<file path="config.mk">
export PLATFORM = sky130hd
export DESIGN_NAME = spi_attr_master
export DESIGN_NICKNAME = d
export VERILOG_FILES = /design/src/rtl/spi_attr_pkg.sv /design/src/rtl/spi_attr_regbank.sv /design/src/rtl/spi_attr_tcount.sv /design/src/rtl/spi_attr_engine.sv /design/src/rtl/spi_attr_master.sv
export SDC_FILE = /design/constraint.sdc
export NUM_CORES = 1
export LEC_CHECK = 0
export ABC_AREA = 1
export BUFFER_PORTS_ARGS = -buffer_cell sky130_fd_sc_hd__buf_2
export CORE_UTILIZATION = 60
export DETAILED_ROUTE_END_ITERATION = 16
export GPL_TIMING_DRIVEN = 0
export PLACE_DENSITY = 0.81
export SLEW_MARGIN = 0
export SYNTH_ARGS = -nofsm -noshare
export SYNTH_HDL_FRONTEND = slang
export SYNTH_SLANG_ARGS = --single-unit
</file>
<file path="constraint.sdc">
create_clock -name clk -period 5.3 [get_ports clk]
set_input_delay 1.59 -clock clk [delete_from_list [all_inputs] [get_ports clk]]
set_output_delay 1.59 -clock clk [all_outputs]
set_load 0.05 [all_outputs]
</file>
<file path="src/rtl/spi_attr_pkg.sv">
package spi_attr_pkg;

  localparam int SIZE_W = 4;
  localparam int DIV_W  = 4;

  // Per-profile transfer attributes.
  typedef struct packed {
    logic [DIV_W-1:0]  div;
    logic              lsb_first;
    logic              cpha;
    logic              cpol;
    logic [SIZE_W-1:0] size;
  } attr_t;

  localparam int ATTR_W = $bits(attr_t);

  typedef enum logic [1:0] {
    ST_IDLE  = 2'd0,
    ST_SETUP = 2'd1,
    ST_SHIFT = 2'd2,
    ST_HOLD  = 2'd3
  } eng_state_e;

endpackage

</file>
<file path="src/rtl/spi_attr_regbank.sv">
module spi_attr_regbank
  import spi_attr_pkg::*;
#(
  parameter int NUM_SETS = 6,
  parameter int SEL_W    = 3
) (
  input  logic             clk,
  input  logic             rst_n,
  input  logic             wr_en,
  input  logic [SEL_W-1:0] wr_idx,
  input  attr_t            wr_val,
  input  logic [SEL_W-1:0] rd_idx,
  output attr_t            rd_val,
  input  logic [SEL_W-1:0] use_idx,
  output attr_t            use_val
);

  localparam int FLAT_W = NUM_SETS * ATTR_W;

  logic [FLAT_W-1:0] flat;

  generate
    for (genvar g = 0; g < NUM_SETS; g++) begin : g_set
      attr_t q;
      always_ff @(posedge clk or negedge rst_n) begin
        if (!rst_n) begin
          q <= '0;
        end else if (wr_en && (wr_idx == SEL_W'(g))) begin
          q <= wr_val;
        end
      end
      assign flat[g*ATTR_W +: ATTR_W] = q;
    end
  endgenerate

  // Out-of-range read index returns zero.
  always_comb begin
    rd_val = '0;
    if (int'(rd_idx) < NUM_SETS) begin
      rd_val = attr_t'(flat[int'(rd_idx)*ATTR_W +: ATTR_W]);
    end
  end

  // Out-of-range use index falls back to the highest profile.
  always_comb begin
    if (int'(use_idx) < NUM_SETS) begin
      use_val = attr_t'(flat[int'(use_idx)*ATTR_W +: ATTR_W]);
    end else begin
      use_val = attr_t'(flat[(NUM_SETS-1)*ATTR_W +: ATTR_W]);
    end
  end

endmodule

</file>
<file path="src/rtl/spi_attr_tcount.sv">
module spi_attr_tcount #(
  parameter int CNT_W = 16
) (
  input  logic             clk,
  input  logic             rst_n,
  input  logic             clr,
  input  logic             inc,
  input  logic             load,
  input  logic [CNT_W-1:0] load_val,
  output logic [CNT_W-1:0] count
);

  // clr and load both happen only while idle; inc only while busy.
  always_ff @(posedge clk or negedge rst_n) begin
    if (!rst_n) begin
      count <= '0;
    end else if (clr) begin
      count <= '0;
    end else if (inc) begin
      count <= count + CNT_W'(1);
    end else if (load) begin
      count <= load_val;
    end
  end

endmodule

</file>
<file path="src/rtl/spi_attr_engine.sv">
module spi_attr_engine
  import spi_attr_pkg::*;
#(
  parameter int WORD_W = 16
) (
  input  logic              clk,
  input  logic              rst_n,
  input  logic              start,
  input  attr_t             start_attr,
  input  logic [WORD_W-1:0] start_data,
  output logic              idle,
  output logic              sck,
  output logic              mosi,
  output logic              cs_n,
  input  logic              miso,
  output logic              rx_valid,
  output logic [WORD_W-1:0] rx_data,
  output logic              last_edge
);

  localparam int NB_W = $clog2(WORD_W + 1);
  localparam int EC_W = NB_W + 1;

  function automatic logic [WORD_W-1:0] rev(input logic [WORD_W-1:0] v);
    logic [WORD_W-1:0] r;
    for (int i = 0; i < WORD_W; i++) r[i] = v[WORD_W-1-i];
    return r;
  endfunction

  function automatic logic [NB_W-1:0] frame_bits(input logic [SIZE_W-1:0] code);
    if (code < SIZE_W'(3)) return NB_W'(4);
    return NB_W'(code) + NB_W'(1);
  endfunction

  eng_state_e        st_q;
  logic [DIV_W-1:0]  hcnt_q;
  logic [EC_W-1:0]   edge_q;
  attr_t             cur_q;
  logic [NB_W-1:0]   nb_q;
  logic [WORD_W-1:0] tx_q;
  logic [WORD_W-1:0] rx_q;
  logic              sck_q;
  logic              cs_q;
  logic              rxv_q;
  logic [WORD_W-1:0] rxd_q;

  logic              tick;
  logic              edge_ev;
  logic              lead;
  logic              samp;
  logic              shft;
  logic              fin_edge;
  logic [NB_W-1:0]   nb_start;
  logic [WORD_W-1:0] tx_start;
  logic [WORD_W-1:0] rx_word;

  assign tick     = (hcnt_q == '0);
  assign edge_ev  = ((st_q == ST_SETUP) || (st_q == ST_SHIFT)) && tick;
  assign lead     = ~edge_q[0];
  assign samp     = cur_q.cpha ? ~lead : lead;
  assign shft     = cur_q.cpha ? (lead && (edge_q != '0)) : ~lead;
  assign fin_edge = edge_ev && (edge_q == ({nb_q, 1'b0} - EC_W'(1)));

  // Place the first bit to send in the top bit of the shift register.
  always_comb begin
    nb_start = frame_bits(start_attr.size);
    if (start_attr.lsb_first) begin
      tx_start = rev(start_data);
    end else begin
      tx_start = start_data << (WORD_W - int'(nb_start));
    end
  end

  // Right-justify received bits in data order.
  always_comb begin
    if (cur_q.lsb_first) begin
      rx_word = rev(rx_q) >> (WORD_W - int'(nb_q));
    end else begin
      rx_word = rx_q;
    end
  end

  always_ff @(posedge clk or negedge rst_n) begin
    if (!rst_n) begin
      st_q   <= ST_IDLE;
      hcnt_q <= '0;
      edge_q <= '0;
      cur_q  <= '0;
      nb_q   <= NB_W'(4);
      tx_q   <= '0;
      rx_q   <= '0;
      sck_q  <= 1'b0;
      cs_q   <= 1'b1;
      rxv_q  <= 1'b0;
      rxd_q  <= '0;
    end else begin
      rxv_q <= 1'b0;
      case (st_q)
        ST_IDLE: begin
          if (start) begin
            cur_q  <= start_attr;
            nb_q   <= nb_start;
            tx_q   <= tx_start;
            rx_q   <= '0;
            hcnt_q <= start_attr.div;
            edge_q <= '0;
            sck_q  <= start_attr.cpol;
            cs_q   <= 1'b0;
            st_q   <= ST_SETUP;
          end
        end
        ST_SETUP, ST_SHIFT: begin
          if (tick) begin
            sck_q  <= ~sck_q;
            hcnt_q <= cur_q.div;
            edge_q <= edge_q + EC_W'(1);
            if (samp) rx_q <= {rx_q[WORD_W-2:0], miso};
            if (shft) tx_q <= tx_q << 1;
            st_q <= fin_edge ? ST_HOLD : ST_SHIFT;
          end else begin
            hcnt_q <= hcnt_q - DIV_W'(1);
          end
        end
        ST_HOLD: begin
          if (tick) begin
            st_q  <= ST_IDLE;
            cs_q  <= 1'b1;
            rxv_q <= 1'b1;
            rxd_q <= rx_word;
          end else begin
            hcnt_q <= hcnt_q - DIV_W'(1);
          end
        end
        default: st_q <= ST_IDLE;
      endcase
    end
  end

  assign idle      = (st_q == ST_IDLE);
  assign sck       = sck_q;
  assign cs_n      = cs_q;
  assign mosi      = cs_q ? 1'b0 : tx_q[WORD_W-1];
  assign rx_valid  = rxv_q;
  assign rx_data   = rxd_q;
  assign last_edge = fin_edge;

endmodule

</file>
<file path="src/rtl/spi_attr_master.sv">
module spi_attr_master
  import spi_attr_pkg::*;
#(
  parameter int NUM_SETS = 6,
  parameter int CNT_W    = 16,
  parameter int WORD_W   = 16,
  parameter int ADDR_W   = 3,
  parameter int SEL_W    = 3,
  parameter int REG_W    = 32
) (
  input  logic              clk,
  input  logic              rst_n,
  input  logic              reg_wr,
  input  logic [ADDR_W-1:0] reg_addr,
  input  logic [REG_W-1:0]  reg_wdata,
  output logic [REG_W-1:0]  reg_rdata,
  input  logic              cmd_valid,
  output logic              cmd_ready,
  input  logic [WORD_W-1:0] cmd_data,
  input  logic [SEL_W-1:0]  cmd_sel,
  input  logic              cmd_clr,
  output logic              rx_valid,
  output logic [WORD_W-1:0] rx_data,
  output logic              sck,
  output logic              mosi,
  input  logic              miso,
  output logic              cs_n
);

  localparam int LOW_W = REG_W - CNT_W;

  logic              idle;
  logic              start;
  logic              start_clr;
  logic              last_edge;
  logic              addr_is_cnt;
  logic              addr_is_set;
  logic              set_wr;
  logic              cnt_load;
  logic [SEL_W-1:0]  set_idx;
  attr_t             wr_attr;
  attr_t             rd_attr;
  attr_t             use_attr;
  logic [CNT_W-1:0]  cnt_q;

  assign addr_is_cnt = (reg_addr == '0);
  assign addr_is_set = (int'(reg_addr) >= 1) && (int'(reg_addr) <= NUM_SETS);
  assign set_idx     = SEL_W'(reg_addr - ADDR_W'(1));
  assign set_wr      = reg_wr && idle && addr_is_set;
  assign cnt_load    = reg_wr && idle && addr_is_cnt;
  assign start       = cmd_valid && idle;
  assign start_clr   = start && cmd_clr;
  assign cmd_ready   = idle;

  always_comb begin
    wr_attr           = '0;
    wr_attr.size      = reg_wdata[3:0];
    wr_attr.cpol      = reg_wdata[4];
    wr_attr.cpha      = reg_wdata[5];
    wr_attr.lsb_first = reg_wdata[6];
    wr_attr.div       = reg_wdata[11:8];
  end

  wire unused_wdata = ^{reg_wdata[15:12], reg_wdata[7]};

  always_comb begin
    reg_rdata = '0;
    if (addr_is_cnt) begin
      reg_rdata = {cnt_q, {LOW_W{1'b0}}};
    end else if (addr_is_set) begin
      reg_rdata = REG_W'({rd_attr.div, 1'b0, rd_attr.lsb_first, rd_attr.cpha,
                          rd_attr.cpol, rd_attr.size});
    end
  end

  spi_attr_regbank #(
    .NUM_SETS (NUM_SETS),
    .SEL_W    (SEL_W)
  ) u_bank (
    .clk     (clk),
    .rst_n   (rst_n),
    .wr_en   (set_wr),
    .wr_idx  (set_idx),
    .wr_val  (wr_attr),
    .rd_idx  (set_idx),
    .rd_val  (rd_attr),
    .use_idx (cmd_sel),
    .use_val (use_attr)
  );

  spi_attr_tcount #(
    .CNT_W (CNT_W)
  ) u_cnt (
    .clk      (clk),
    .rst_n    (rst_n),
    .clr      (start_clr),
    .inc      (last_edge),
    .load     (cnt_load),
    .load_val (reg_wdata[REG_W-1 -: CNT_W]),
    .count    (cnt_q)
  );

  spi_attr_engine #(
    .WORD_W (WORD_W)
  ) u_eng (
    .clk        (clk),
    .rst_n      (rst_n),
    .start      (start),
    .start_attr (use_attr),
    .start_data (cmd_data),
    .idle       (idle),
    .sck        (sck),
    .mosi       (mosi),
    .cs_n       (cs_n),
    .miso       (miso),
    .rx_valid   (rx_valid),
    .rx_data    (rx_data),
    .last_edge  (last_edge)
  );

endmodule

</file>
Word level (Yosys, flattened, before mapping) --
Index checks and enable logic that the tools add are counted.
Operators by class: reductions and logical operators 33, bitwise gates (word level) 2, multiplexer cells 43, shift-type cells 4, $lt $le $gt $ge 5, add/subtract/negate cells 8, multiply operators 2, equal/unequal tests 15
Operators with widths (count):
- $mux W16 | 11
- $shiftx A66 B32 Y11 | 2
- $pmux W16 S2 | 2
- $mux W32 | 1
- $shl A16 B32 Y16 | 1
- $shr A16 B32 Y16 | 1
- $mux W11 | 2
- $add A16 B1 Y16 const B | 1
- $logic_and A1 B1 Y1 | 15
- $mul A3 B4 Y7 const B | 2
- $mux W12 | 1
- $mux W4 | 3
- $mux W6 | 2
- $pmux W4 S3 | 1
- $pmux W6 S2 | 1
- $sub A5 B5 Y6 const A | 2
- $mux W1 | 11
- $mux W5 | 2
- $ne A2 B1 Y1 const B | 5
- $reduce_and A3 Y1 | 3
- $reduce_and A4 Y1 | 2
- $add A6 B1 Y6 const B | 1
- $eq A3 B2 Y1 const B | 2
- $eq A3 B3 Y1 const B | 2
- other kinds (26) | 36
Word-level totals: output and inout bits 53, logic and storage cells 156, bits in registers 156, input port bits 60

Depth between registers and ports, before layout --
depth after elaboration 11, depth in mapped cells 26, gate-level depth less buffers 24

Cells and area by module --
A second synthesis with hierarchy kept.
Unflattened totals: cells, all modules 1622, area, all modules 10759.1 um^2
Modules (own cells, without submodules):
- spi_attr_engine | sequential area each 1854.3 um^2, times used 1, cells an instance 755, area an instance 5149.9 um^2
- spi_attr_regbank | sequential area each 1651.6 um^2, times used 1, cells an instance 598, area an instance 3985.1 um^2
- spi_attr_tcount | sequential area each 400.4 um^2, times used 1, cells an instance 183, area an instance 1171.1 um^2
- spi_attr_master | sequential area each 0.0 um^2, times used 1, cells an instance 86, area an instance 452.9 um^2

Worst setup path before layout --
OpenSTA, ideal clock, no wires.
path kind in2out, from input reg_addr[0], to output reg_rdata[10], cell stages on the path 9, data required time 3.710 ns, buffers on the path 3, slack -0.688 ns, arrival 4.398 ns, cell sequence clkbuf_1 > inv_1 > clkbuf_1 > ha_1 > ha_1 > clkinv_1 > clkbuf_1 > a21oi_1 > a311oi_1
On the way: word-level cells in the longest chain between the ends 6, elaborated cells on any way between the ends 11, those cells by class add/sub (1); mul (1); order compare (3); shift (1); mux (3); reduce/logical (2)
Ends and longest elaborated chain:
- start: declaration | line spi_attr_master.sv:14 | input logic [ADDR_W-1:0] reg_addr,
- $sub A3 B1 Y3 | line spi_attr_master.sv:48 | assign set_idx = SEL_W'(reg_addr - ADDR_W'(1));
- $mul A3 B4 Y7 | line spi_attr_regbank.sv:40 | rd_val = attr_t'(flat[int'(rd_idx)*ATTR_W +: ATTR_W]);
- $shiftx A66 B32 Y11 | line spi_attr_regbank.sv:40
- $mux W11 | line spi_attr_regbank.sv:39 | if (int'(rd_idx) < NUM_SETS) begin
- $mux W12 | line spi_attr_master.sv:70 | end else if (addr_is_set) begin
- $mux W32 * | line spi_attr_master.sv:68 | if (addr_is_cnt) begin
- end: declaration | line spi_attr_master.sv:16 | output logic [REG_W-1:0] reg_rdata,
Mark *: on every way between the ends. The rest lies on a longest branch, timed or not.

Worst setup path after layout --
from input reg_addr[0], to output reg_rdata[5]
Same word-level chain as after synthesis.

==> flow_summary.ini <==
[status]
status = complete, no violations

[synthesis]
yosys_warnings = 0
ys_seq_elements = 156
ys.flop_type = dfrtp_1
netlist_area_mm2 = 0.0101
yosysTopAreaCell = dfrtp_1
synthTopCellsByCount = 282 x nand2_1, 190 x o21ai_0, 154 x dfrtp_1
synth.top_cell.area_share = 0.380
avgSynthCellArea_um2 = 7.27
synth-edff-count = 0
synth_area_leaders = dfrtp_1 38%, nand2_1 10%, o21ai_0 9.4%, nand3_1 6.5%, inv_1 5.6%
synthArstFlopShare = 1.00
ys_types = 55
synthCells = 1393
synth.most_common_cell = nand2_1
yosysSeqAreaShare = 0.386

[detailed_routing]
post-route-drc-count = 0
dr.pass1.iters = 6
routed_via_density = 5.87
ant_nets = 0
vias = 10298
detail_route.iter0.violations = 946
wire_per_inst_um = 16.9
wirelength_mm = 29.7

[worst_setup_path]
critPathTopFamily = buffers and inverters
crit_required_ns = 3.71
endpoint_kind = primary output
cpPeakStageDelay_ns = 0.34
path_class = input port to primary output
critPathArrivalTime_ns = 3.64
critPathSlowestCell = ha_1
crit_buf_inv = 7
worstPathCellList = buf_2 > clkbuf_8 > inv_1 > buf_6 > ha_1 > ha_1 > inv_4 > clkbuf_8 > a21oi_1 > a311oi_4 > buf_4
cp_max_fo = 12
start_kind = input port

[clock_network]
cts_max_path_buffers = 2
cts_hold_buf = 0
cts_tree = done
cts_sinks = 156
path_clk_slew_ns = 0.06
cts-root-buf = clkbuf_16
cts.htree.levels = 4
clkLatencyLatePin_ns = 0.43
numCtsBuffers = 17

[sta]
worstMarginPinSlew_ns = 1.19
finalSetupViolations = 0
min_period_ns = 5.23
fin_crit_sh = 0.987
maxSlewHeadroom = 0.200
final_max_slew_viol_count = 0
finalHoldViolations = 0
final.setup_skew_ns = 0.0105
worst_slack_ns = 0.0684
max_freq_mhz = 191

[placed_design]
placed_cell_area_mm2 = 0.0112
pre_cts_slack_ns = -0.872
io_buffer_count = 101
gp_congestion = 0.957
hpwlAfterDp_mm = 22.0

[final_layout]
antenna_cells = 0
syn2layout_area_growth_pct = 17.1
fin_area_mm2 = 0.0119
drive_above_1_share = 0.160
nets = 1596

[global_routing]
grt_start_max_net_pins = 95
grt_pass1_wl_mm = 49.2
grt_pass1_vias = 9841
grt.total_usage = 0.354
overflow = 0
antenna_found_initial = 0

[power_and_ir_drop]
power.leakage_nw = 5.45
power_density_mw_per_mm2 = 613
ir_worst_vdd_uv = 545
power_w = 0.00727

[floorplan]
die_x_um = 132
coreArea_mm2 = 0.0165
die_y_um = 132
row_count = 47
die-area_mm2 = 0.0174
io_pins = 113
initial_core_util = 0.613

[flow_run]
maxCapViolations = 0

[min_path]
min_path_type = flip-flop to flip-flop
cell type report:
class                           count  area [µm²]
Clock buffer                       20         447
Fill cell                        1356        4660
Buffer                             81         443
Multi-Input combinational cell    999        5470
Timing Repair Buffer              104         602
Clock inverter                     12         114
Inverter                          161         609
Sequential cell                   156        3910
Tap cell                          220         275
final timing paths:
check,start,endpoint,slack [ns],depth (start not counted)
setup / recovery,reg_addr[0],reg_rdata[5],0.07,11
hold / removal,u_eng.tx_q[1]$_DFFE_PN0P_,u_eng.tx_q[2]$_DFFE_PN0P_,0.48,2
setup reg to reg,u_bank.flat[12]$_DFFE_PN0P_,u_eng.tx_q[8]$_DFFE_PN0P_,1.61,24
hold reg to reg,u_eng.tx_q[1]$_DFFE_PN0P_,u_eng.tx_q[2]$_DFFE_PN0P_,0.48,2
max in group asynchronous,rst_n,u_eng.tx_q[0]$_DFFE_PN0P_,3.25,2
min in group asynchronous,rst_n,u_cnt.count[12]$_DFFE_PN0P_,1.23,1
metal layers:
metal  part of all wire  vias up  track usage
li1                   -     4917            -
met1               0.43     4788        0.483
met2               0.46      526        0.576
met3              0.081       67       0.0604
met4              0.023        0        0.114
met5                  0        -            0
worst min-delay path: stages, from the launching register on:
cell and delay [ns]:
dfrtp_1 0.35, o21ai_1 0.06, nand2_1 0.05
metrics by stage:
| stage | setup TNS (ns) | utilization | instances | hold WS, ns |
|---|---|---|---|---|
| 2_1_floorplan | -0.0201 | - | 1397 | 0.444 |
| 3_3_place_gp | -9.80 | 0.673 | 1718 | 0.461 |
| 3_5_place_dp | -10.96 | 0.675 | 1719 | 0.465 |
| 4_1_cts | 0 | 0.715 | 1751 | 0.484 |
| 5_1_grt | -0.000786 | 0.718 | 1753 | 0.503 |
| 6_report | 0 | 0.718 | 1753 | 0.483 |
cells by family (layout without fill, tap and decap cells):
logic type      count (synthesis)  count (layout)  synth area share
compound gates                366             366             0.204
xor+xnor                       19              19            0.0201
fa+ha+maj                      16              16            0.0198
buf+inv                       242             378            0.0983
flops                         156             156             0.386
mux                            23              23            0.0253
other cells                     1               5          0.000370
simple gates                  570             570             0.247
power by group:
part | internal (W) | switching (W)
Clock | 0.000661 | 0.000511
Sequential | 0.00167 | 0.000289
Combinational | 0.00128 | 0.00286
registers in the layout (all words and copies together), names as in the netlist:
signal	count
u_eng.st_q	2
u_eng.sck	1
u_eng.rx_data	16
u_eng.cs_n	1
u_eng.nb_q	5
u_eng.hcnt_q	4
u_eng.rx_valid	1
u_bank.flat	66
u_cnt.count	16
u_eng.cur_q	6
u_eng.tx_q	16
u_eng.edge_q	6
u_eng.rx_q	16
placed cells by master, fill, tap and decap left out, types with 5 or more instances in the layout:
cell,instances
inv_1,150
nand2_2,11
clkbuf_16,17
dfrtp_1,154
buf_6,12
nand3_1,132
a22oi_1,6
a311oi_4,11
xor2_1,15
mux2_2,21
a2bb2oi_1,8
o32ai_1,11
conb_1,5
buf_4,16
o211ai_1,14
o21ai_1,8
o21ai_0,186
nand3_2,7
nor3_1,14
buf_2,95
ha_1,15
nand2_1,280
inv_2,7
o22ai_1,13
clkbuf_1,51
nor2_1,107
a21oi_1,88
what timing repair did:
item | 4_1_cts | 5_1_grt
buffers inserted | 0 | 2
setup endpoints to repair | 21 | 12
resized for setup | 32 | 16
Power figures use the tool's default switching activity.
